--- src/rtl/seqbuf_pkg.sv ---
package seqbuf_pkg;

  // Host register offsets; the surrounding decoder depends on these values.
  localparam int          REG_AW     = 3;
  localparam logic [2:0]  OFS_PTR_HI = 3'd2;
  localparam logic [2:0]  OFS_PTR_LO = 3'd3;
  localparam logic [2:0]  OFS_DATA   = 3'd4;

  // Mode bits inside the pointer-high register.
  localparam int BIT_RDDIR = 7;
  localparam int BIT_AINC  = 6;

  typedef enum logic [1:0] {
    RSEL_NONE = 2'd0,
    RSEL_HI   = 2'd1,
    RSEL_LO   = 2'd2,
    RSEL_DAT  = 2'd3
  } rsel_e;

endpackage

--- src/rtl/seqbuf_decode.sv ---
module seqbuf_decode
  import seqbuf_pkg::*;
(
  input  logic [REG_AW-1:0] addr,
  input  logic              wr,
  input  logic              rd,
  output logic              ld_hi,
  output logic              ld_lo,
  output logic              dat_wr,
  output logic              dat_rd,
  output logic              reg_rd,
  output rsel_e             rsel
);

  logic rd_ok;

  // A write strobe wins over a simultaneous read strobe.
  assign rd_ok  = rd && !wr;

  assign ld_hi  = wr && (addr == OFS_PTR_HI);
  assign ld_lo  = wr && (addr == OFS_PTR_LO);
  assign dat_wr = wr && (addr == OFS_DATA);
  assign dat_rd = rd_ok && (addr == OFS_DATA);
  assign reg_rd = rd_ok;

  always_comb begin
    unique case (addr)
      OFS_PTR_HI: rsel = RSEL_HI;
      OFS_PTR_LO: rsel = RSEL_LO;
      OFS_DATA:   rsel = RSEL_DAT;
      default:    rsel = RSEL_NONE;
    endcase
  end

endmodule

--- src/rtl/seqbuf_ptr.sv ---
module seqbuf_ptr
  import seqbuf_pkg::*;
#(
  parameter int AW = 11,
  parameter int DW = 8
) (
  input  logic          clk,
  input  logic          rst,
  input  logic          ld_hi,
  input  logic          ld_lo,
  input  logic          dat_acc,
  input  logic [DW-1:0] wdata,
  output logic [AW-1:0] ptr_q,
  output logic [AW-1:0] ptr_nxt,
  output logic          rd_mode_q,
  output logic          ainc_q
);

  localparam int HI_W = AW - DW;

  // Next pointer value, shared with the memory port for the fetch address.
  always_comb begin
    ptr_nxt = ptr_q;
    if (ld_hi) begin
      ptr_nxt[AW-1:DW] = wdata[HI_W-1:0];
    end
    if (ld_lo) begin
      ptr_nxt[DW-1:0] = wdata;
    end
    if (dat_acc && ainc_q) begin
      ptr_nxt = ptr_q + AW'(1);
    end
  end

  always_ff @(posedge clk) begin
    if (rst) begin
      ptr_q     <= '0;
      rd_mode_q <= 1'b0;
      ainc_q    <= 1'b0;
    end else begin
      ptr_q <= ptr_nxt;
      if (ld_hi) begin
        rd_mode_q <= wdata[BIT_RDDIR];
        ainc_q    <= wdata[BIT_AINC];
      end
    end
  end

endmodule

--- src/rtl/seqbuf_memport.sv ---
module seqbuf_memport #(
  parameter int AW = 11,
  parameter int DW = 8
) (
  input  logic          clk,
  input  logic          rst,
  input  logic [AW-1:0] ptr_cur,
  input  logic [AW-1:0] ptr_nxt,
  input  logic          fetch_req,
  input  logic          dat_wr,
  input  logic [DW-1:0] wdata,
  input  logic [DW-1:0] mem_rdata,
  output logic [AW-1:0] mem_addr,
  output logic          mem_we,
  output logic [DW-1:0] mem_wdata,
  output logic [DW-1:0] buf_q
);

  // Two-stage tracking of an outstanding fetch: address issued, RAM output valid.
  logic pend_addr_q;
  logic pend_data_q;

  always_ff @(posedge clk) begin
    if (rst) begin
      mem_addr    <= '0;
      mem_we      <= 1'b0;
      mem_wdata   <= '0;
      pend_addr_q <= 1'b0;
      pend_data_q <= 1'b0;
      buf_q       <= '0;
    end else begin
      mem_we      <= 1'b0;
      pend_addr_q <= 1'b0;
      if (dat_wr) begin
        mem_addr  <= ptr_cur;
        mem_we    <= 1'b1;
        mem_wdata <= wdata;
      end else if (fetch_req) begin
        mem_addr    <= ptr_nxt;
        pend_addr_q <= 1'b1;
      end
      pend_data_q <= pend_addr_q;
      if (pend_data_q) begin
        buf_q <= mem_rdata;
      end
    end
  end

endmodule

--- src/rtl/seqbuf_page_map.sv ---
module seqbuf_page_map #(
  parameter int AW = 11,
  parameter int PW = 8
) (
  input  logic              clk,
  input  logic              rst,
  input  logic [AW-PW-2:0]  pg_num,
  input  logic              pg_upper,
  output logic [AW-1:0]     base_q
);

  localparam int PAIR_BYTES = 2 ** (PW + 1);
  localparam int HALF_BYTES = 2 ** PW;

  logic [AW-1:0] base_d;

  always_comb begin
    base_d = AW'(pg_num) * AW'(PAIR_BYTES);
    if (pg_upper) begin
      base_d = base_d + AW'(HALF_BYTES);
    end
  end

  always_ff @(posedge clk) begin
    if (rst) begin
      base_q <= '0;
    end else begin
      base_q <= base_d;
    end
  end

endmodule

--- src/rtl/seqbuf_port.sv ---
module seqbuf_port
  import seqbuf_pkg::*;
#(
  parameter int AW = 11,
  parameter int DW = 8,
  parameter int PW = 8
) (
  input  logic              clk,
  input  logic              rst,
  input  logic [2:0]        host_addr_i,
  input  logic [DW-1:0]     host_wdata_i,
  input  logic              host_wr_i,
  input  logic              host_rd_i,
  output logic [DW-1:0]     host_rdata_o,
  output logic [AW-1:0]     mem_addr_o,
  output logic              mem_we_o,
  output logic [DW-1:0]     mem_wdata_o,
  input  logic [DW-1:0]     mem_rdata_i,
  input  logic [AW-PW-2:0]  pg_num_i,
  input  logic              pg_upper_i,
  output logic [AW-1:0]     pg_base_o
);

  localparam int HI_W  = AW - DW;
  localparam int PAD_W = DW - 2 - HI_W;

  logic          ld_hi, ld_lo, dat_wr, dat_rd, reg_rd;
  rsel_e         rsel;
  logic [AW-1:0] ptr_q, ptr_nxt;
  logic          rd_mode_q, ainc_q;
  logic          fetch_req;
  logic [DW-1:0] buf_q;
  logic [DW-1:0] hi_view;

  seqbuf_decode u_dec (
    .addr   (host_addr_i),
    .wr     (host_wr_i),
    .rd     (host_rd_i),
    .ld_hi  (ld_hi),
    .ld_lo  (ld_lo),
    .dat_wr (dat_wr),
    .dat_rd (dat_rd),
    .reg_rd (reg_rd),
    .rsel   (rsel)
  );

  seqbuf_ptr #(.AW(AW), .DW(DW)) u_ptr (
    .clk       (clk),
    .rst       (rst),
    .ld_hi     (ld_hi),
    .ld_lo     (ld_lo),
    .dat_acc   (dat_wr || dat_rd),
    .wdata     (host_wdata_i),
    .ptr_q     (ptr_q),
    .ptr_nxt   (ptr_nxt),
    .rd_mode_q (rd_mode_q),
    .ainc_q    (ainc_q)
  );

  // Fetch on any pointer load that leaves the port in read direction,
  // and after a streaming read.
  assign fetch_req = (ld_hi && host_wdata_i[BIT_RDDIR])
                   || (ld_lo && rd_mode_q)
                   || (dat_rd && rd_mode_q && ainc_q);

  seqbuf_memport #(.AW(AW), .DW(DW)) u_mem (
    .clk       (clk),
    .rst       (rst),
    .ptr_cur   (ptr_q),
    .ptr_nxt   (ptr_nxt),
    .fetch_req (fetch_req),
    .dat_wr    (dat_wr),
    .wdata     (host_wdata_i),
    .mem_rdata (mem_rdata_i),
    .mem_addr  (mem_addr_o),
    .mem_we    (mem_we_o),
    .mem_wdata (mem_wdata_o),
    .buf_q     (buf_q)
  );

  seqbuf_page_map #(.AW(AW), .PW(PW)) u_pg (
    .clk      (clk),
    .rst      (rst),
    .pg_num   (pg_num_i),
    .pg_upper (pg_upper_i),
    .base_q   (pg_base_o)
  );

  generate
    if (PAD_W > 0) begin : g_pad
      assign hi_view = {rd_mode_q, ainc_q, {PAD_W{1'b0}}, ptr_q[AW-1:DW]};
    end else begin : g_nopad
      assign hi_view = {rd_mode_q, ainc_q, ptr_q[AW-1:DW]};
    end
  endgenerate

  always_ff @(posedge clk) begin
    if (rst) begin
      host_rdata_o <= '0;
    end else if (reg_rd) begin
      unique case (rsel)
        RSEL_HI:  host_rdata_o <= hi_view;
        RSEL_LO:  host_rdata_o <= ptr_q[DW-1:0];
        RSEL_DAT: host_rdata_o <= buf_q;
        default:  host_rdata_o <= '0;
      endcase
    end
  end

endmodule

--- config.mk ---
export PLATFORM = sky130hd
export DESIGN_NAME = seqbuf_port
export DESIGN_NICKNAME = d
export VERILOG_FILES = /design/src/rtl/seqbuf_pkg.sv /design/src/rtl/seqbuf_decode.sv /design/src/rtl/seqbuf_ptr.sv /design/src/rtl/seqbuf_memport.sv /design/src/rtl/seqbuf_page_map.sv /design/src/rtl/seqbuf_port.sv
export SDC_FILE = /design/constraint.sdc
export NUM_CORES = 1
export LEC_CHECK = 0
export ABC_AREA = 1
export BUFFER_PORTS_ARGS = -buffer_cell sky130_fd_sc_hd__buf_2
export CORE_MARGIN = 10
export CORE_UTILIZATION = 38
export DETAILED_ROUTE_END_ITERATION = 10
export GPL_TIMING_DRIVEN = 0
export SLEW_MARGIN = 40
export SYNTH_ARGS = -nofsm -noshare
export SYNTH_HDL_FRONTEND = slang
export SYNTH_SLANG_ARGS = --single-unit
--- constraint.sdc ---
create_clock -name clk -period 3.8 [get_ports clk]
set_input_delay 0.38 -clock clk [delete_from_list [all_inputs] [get_ports clk]]
set_output_delay 0.38 -clock clk [all_outputs]
set_load 0.01 [all_outputs]
* After elaboration in Yosys (flattened, before gate mapping)
Index checks and enable logic that the tools add are counted.
Word-level totals: bits in registers 62, bits of input ports 26, output and inout bits 39
Operators by class: $add $sub $neg 2, equal/unequal tests 6, multiplexer cells 10, bitwise operators 1, reductions and logical operators 17
Operators by type and width (count):
- two-way mux 11 bit | 4
- case mux 8 bit (3 select lines) | 1
- adder 11 x 1 -> 11 bit (second input constant) | 1
- adder 11 x 9 -> 11 bit (second input constant) | 1
- logical AND 1 bit | 10
- two-way mux 8 bit | 1
- equality test 3 x 2 -> 1 bit (second input constant) | 2
- case mux 2 bit (3 select lines) | 1
- equality test 2 bit (second input constant) | 2
- OR reduction 2 bit | 2
- equality test 3 bit (second input constant) | 1
- logical OR 1 bit | 3
- two-way mux 3 bit | 1
- equality test 2 x 1 -> 1 bit (second input constant) | 1
- two-way mux 1 bit | 2
- nonzero test 2 bit | 1
- zero test 1 bit | 1
- NOT 1 bit | 1

* Depth between registers and ports, before layout
depth after elaboration 8, depth in mapped cells 12

* By module
Synthesis repeated with hierarchy kept, for this count alone.
Unflattened totals: cells, all modules 401, area total of the unflattened synthesis 2757.6 um^2
By module, submodules not included:
- seqbuf_memport | instances 1, cells an instance 161, area each 1159.9 um^2
- seqbuf_ptr | instances 1, cells an instance 128, area each 875.8 um^2
- seqbuf_port | instances 1, cells an instance 79, area each 511.7 um^2
- seqbuf_page_map | instances 1, cells an instance 18, area each 146.4 um^2
- seqbuf_decode | instances 1, cells an instance 15, area each 63.8 um^2

* Worst setup path after synthesis
Ideal clock, no wire load.
path type register to register, start point reg u_ptr.ptr_q[1], end point reg u_mem.mem_addr[8], library setup time 0.120 ns, arrival 1.258 ns, data required time 3.680 ns, path slack 2.423 ns, stages on the path, launching flop included 11, buffers on the path 0, period minus slack after synthesis 1.377 ns, path through dfxtp_1 ha_1 nand3_1 nor2_1 nand2_1 nand2_1 nand2_1 nand2_1 nand2_1 nand3_1 nand3_1
Between the ends: word-level cells in the longest chain between the ends 4
Ends and longest elaborated chain:
- from (decl) | line seqbuf_ptr.sv:13 | output logic [AW-1:0] ptr_q,
- from (signal assigned) | line seqbuf_ptr.sv:41 | ptr_q <= ptr_nxt;
- adder 11 x 1 -> 11 bit | line seqbuf_ptr.sv:31 | ptr_nxt = ptr_q + AW'(1);
- two-way mux 11 bit | line seqbuf_ptr.sv:30 | if (dat_acc && ainc_q) begin
- two-way mux 11 bit | line seqbuf_memport.sv:38 | end else if (fetch_req) begin
- two-way mux 11 bit | line seqbuf_memport.sv:34 | if (dat_wr) begin
- to (signal assigned) | line seqbuf_memport.sv:35 | mem_addr <= ptr_cur;
- to (signal assigned) | line seqbuf_memport.sv:39 | mem_addr <= ptr_nxt;
- to (decl) | line seqbuf_memport.sv:13 | output logic [AW-1:0] mem_addr,
Every way passes these cells. The select of a mux whose other input is x is not followed. A chain may end at the register's enable or synchronous reset.

* Worst setup path in the final report
Same ends and word-level chain as after synthesis.

==> run summary <==
For the distinct cell type count of the synthesized netlist, the log shows 27. In this design, the stage delay of the slowest critical-path cell is 0.43 ns. The highest fanout seen on the critical path was 5. The number of setup buffers added after CTS is 0.

For the worst-skew pair, the clock arrives at the later sink with an insertion delay of 0.31 ns. For the relative slew slack, the log shows 0.6070. The run gives 0 as the number of remaining DRC errors. The detailed-route wire length on metal 1 was 3625 µm. After layout, the minimum clock period comes to 1.706 ns. The setup skew after layout was 0.01177 ns; the share of final-layout standard cells stronger than drive strength 1 was 0.2113. For this run, the leading register cell type out of synthesis is sky130_fd_sc_hd__dfxtp_1. The floorplan has 30 rows. The category of the most critical setup path was flip-flop to flip-flop.

The amount of wire on met3 after detailed routing came out at 540 µm. The slowest stage of the critical path belongs to the cell sky130_fd_sc_hd__dfxtp_1. The number of antenna violations at the first check in global routing was 0; the clock transition at the registers of the reported paths was 0.09 ns. The repair_antennas step left the layout with diodes totalling 0. In the final timing run, aggregate negative setup slack is 0 ns. STA puts the critical path data required time at 4.04 ns. In the synthesized netlist, the number of instances is 390.

In this run, CTS created clock tree buffers numbering 5. The final layout contains routed wiring with a total length of 7659 µm. The number of sinks on the clock net was 54. The net count of the finished layout is 486. The final core area utilization came out at 0.4661.

During synthesis, Yosys emitted a total of 0 warnings. The first global-routing pass estimated 12610 µm of wire. The worst IR drop on VDD came out at 0.1766 mV.

The tools report the cell at the root of the clock tree as sky130_fd_sc_hd__clkbuf_8. The placeable core region came out at 6832 µm². The share of the yosys chip area belonging to registers is 0.4028. Entering global routing, the biggest net connects 16 pins. The logs give 0 for the number of hold violations in the final report and 10820 µm² for the die area. TritonCTS built the clock tree. The run finished with clean final reports. Setup repair after global routing left no endpoint under its margin. Detailed routing inserted a total of 2651 vias. The uppermost metal layer occupied by signal nets was met4.

The analysis attributes to cell leakage a power of 1.558 nW. The hold-fix buffer count after cts was 0. The async set-reset flop share out of synthesis is 0, and the die width is 104.0 µm. The maximum clock rate came out at 586.0 MHz.

Cell area after placement: 3105 µm². In this run the remaining antenna-violating nets after routing total 0. The tools report the arrival time at the worst endpoint as 1.95 ns. The worst setup path is launched from a flip-flop. The tool flagged a number of max-cap violations equal to 0. The final number of max-transition violations was 0; the number of synthesized flops with an enable pin was 0. Port buffering added 55 buffers. Using the TritonRoute via totals, the vias-per-cell ratio works out to 4.777. For the placer congestion estimate, the log shows 0.8454. The detailed-routing iteration count for the pre-antenna-repair pass is 4, and the ratio of final minimum period to clock period is 0.4491.

For this design the top-level I/O count stands at 65. For this block, the initial DRC count from the detailed router was 152. After legalization and detailed placement, the total HPWL measured 5901 µm. Gates resized during post-CTS repair numbered 0. For the pin with the worst max-slew slack, the measured transition is 0.5895 ns. The total congestion overflow is 0, and the deepest level of the CTS H-tree is 2.

In the final routed layout, each cell accounts on average for 13.80 µm. Averaged over all synthesized cells, the footprint is 6.882 µm². Measured along the y axis, the die boundary spans 104.0 µm. The area growth from synthesis to layout was 18.65%. The synthesized design contains 54 register bits. Setup violations remaining at the end of the flow were counted as 0. Grouping stages by cell kind, the critical path spends the most delay in simple AND/OR/NAND/NOR gates. The run gives 2684 µm² as the area of the mapped netlist. The maximum number of buffers from clock root to sink is 2, and the overall track demand over capacity in global routing is 0.1391. The power per cell area was 311.9 nW/µm²; the starting density of the core was 0.3929. The tools report the number of global-route vias before repair as 2531.

Together, buffers and inverters on the worst path number 0. The min-delay analysis places its worst path in the category input port to flip-flop. The endpoint class of the critical path was a flip-flop. Walking the worst path, the cells encountered are ha_1 > nand3_1 > nor2_1 > nand3_1 > nand2_1 > nand2_1 > nand2_1 > nand3_1 > nand3_1. The final design instance area without fill was 3184 µm²; the filler cell count in the final layout was 749.

The most used cell along the critical path was sky130_fd_sc_hd__nand3_1. After detailed routing, the met2 layer carries 3358 µm of wire.
==> per-stage QoR <==
step | total power, W | hold WS, ns | instances | setup slack, ns
finish | 0.0009931 | 0.2743 | 555 | 2.094
global route | 0.001036 | 0.2720 | 555 | 1.917
CTS | 0.001004 | 0.2664 | 555 | 2.118
detailed placement | 0.0006993 | 0.3982 | 548 | 2.059
global placement | 0.0006986 | 0.3932 | 548 | 2.074
floorplan | 0.0006591 | 0.3883 | 397 | 2.423
==> area by class of cell <==
| cell class | instances | area (µm²) | share of cell area |
|---|---|---|---|
| clock inverter | 2 | 10.01 | 0.003143 |
| sequential | 54 | 1081 | 0.3395 |
| multi-input combinational | 284 | 1335 | 0.4193 |
| tap | 96 | 120.1 | 0.03772 |
| timing repair buffer | 55 | 275.3 | 0.08644 |
| inverter | 36 | 135.1 | 0.04244 |
| clock buffer | 5 | 68.82 | 0.02161 |
| buffer | 23 | 158.9 | 0.04990 |
==> metal layers <==
layer | global-route usage | vias to the layer above
met1 | 0.1814 | 1166
met3 | 0.03346 | 9
met2 | 0.2167 | 92
met5 | 0 | -
met4 | 0.05070 | 0
li1 | - | 1384
==> worst paths after layout <==
kind	slack [ns]	start	endpoint	cells past startpoint
worst max-delay path	2.09	u_ptr.ptr_q[1]	u_mem.mem_addr[8]	9
worst min-delay path	0.27	pg_num_i[1]	u_pg.base_q[10]	3
worst max register to register	2.09	u_ptr.ptr_q[1]	u_mem.mem_addr[8]	9
worst min register to register	0.41	u_mem.pend_addr_q	u_mem.pend_data_q	2
==> report_power, final <==
part           total (W)  switching, W  internal [W]
clock network   0.000306      0.000182      0.000124
registers       0.000582    0.00000732      0.000575
logic           0.000105     0.0000674     0.0000375
total           0.000993      0.000257      0.000736
==> worst reg2reg max path: cells and delay by family, from the launching register on <==
family                     cells  cell delay (ns)
and+or+nand+nor                8             0.99
DFF                            1             0.43
adders and majority gates      1             0.23
==> cells in the final DEF (no fill, tap or decap), drive strengths merged <==
master    n
nand2   127
dfxtp    54
conb      8
xor2      2
nor3      5
nand3    40
a21oi    25
clkbuf   10
o21ai    29
inv      36
or2       1
ha        1
clkinv    2
o22ai     1
buf      73
nand4    11
nor2     30
o211ai    4
==> Yosys cell counts (2+ instances only) <==
master,count,area (µm²)
sky130_fd_sc_hd__a21oi_1,25,125.1
sky130_fd_sc_hd__buf_2,3,15.01
sky130_fd_sc_hd__buf_4,12,90.09
sky130_fd_sc_hd__buf_6,3,33.78
sky130_fd_sc_hd__clkbuf_1,4,15.01
sky130_fd_sc_hd__dfxtp_1,54,1081
sky130_fd_sc_hd__inv_1,32,120.1
sky130_fd_sc_hd__inv_2,4,15.01
sky130_fd_sc_hd__nand2_1,122,457.9
sky130_fd_sc_hd__nand2_2,3,18.77
sky130_fd_sc_hd__nand2_4,2,22.52
sky130_fd_sc_hd__nand3_1,39,195.2
sky130_fd_sc_hd__nand4_1,10,62.56
sky130_fd_sc_hd__nor2_1,27,101.4
sky130_fd_sc_hd__nor2_4,3,33.78
sky130_fd_sc_hd__nor3_1,5,25.02
sky130_fd_sc_hd__o211ai_1,3,22.52
sky130_fd_sc_hd__o21ai_0,29,145.1
sky130_fd_sc_hd__xor2_1,2,17.52
==> cell families (layout without fill, tap and decap cells) <==
| group | Yosys count | after routing | share of synthesized area |
|---|---|---|---|
| simple gates | 214 | 214 | 0.3557 |
| compound gates | 59 | 59 | 0.1193 |
| buf+inv | 59 | 121 | 0.1096 |
| flops | 54 | 54 | 0.4028 |
| xor+xnor | 2 | 2 | 0.006528 |
| fa+ha+maj | 1 | 1 | 0.004661 |
| other cells | 1 | 8 | 0.001397 |
==> state kept, by name (all words and copies together), names as in the netlist <==
signal             cells
u_mem.buf_q            8
u_ptr.ptr_q           11
host_rdata_o           8
u_ptr.ainc_q           1
u_ptr.rd_mode_q        1
u_mem.mem_addr        11
u_mem.pend_addr_q      1
u_pg.base_q            3
u_mem.pend_data_q      1
u_mem.mem_wdata        8
u_mem.mem_we           1
(Power assumes the default switching activity.)
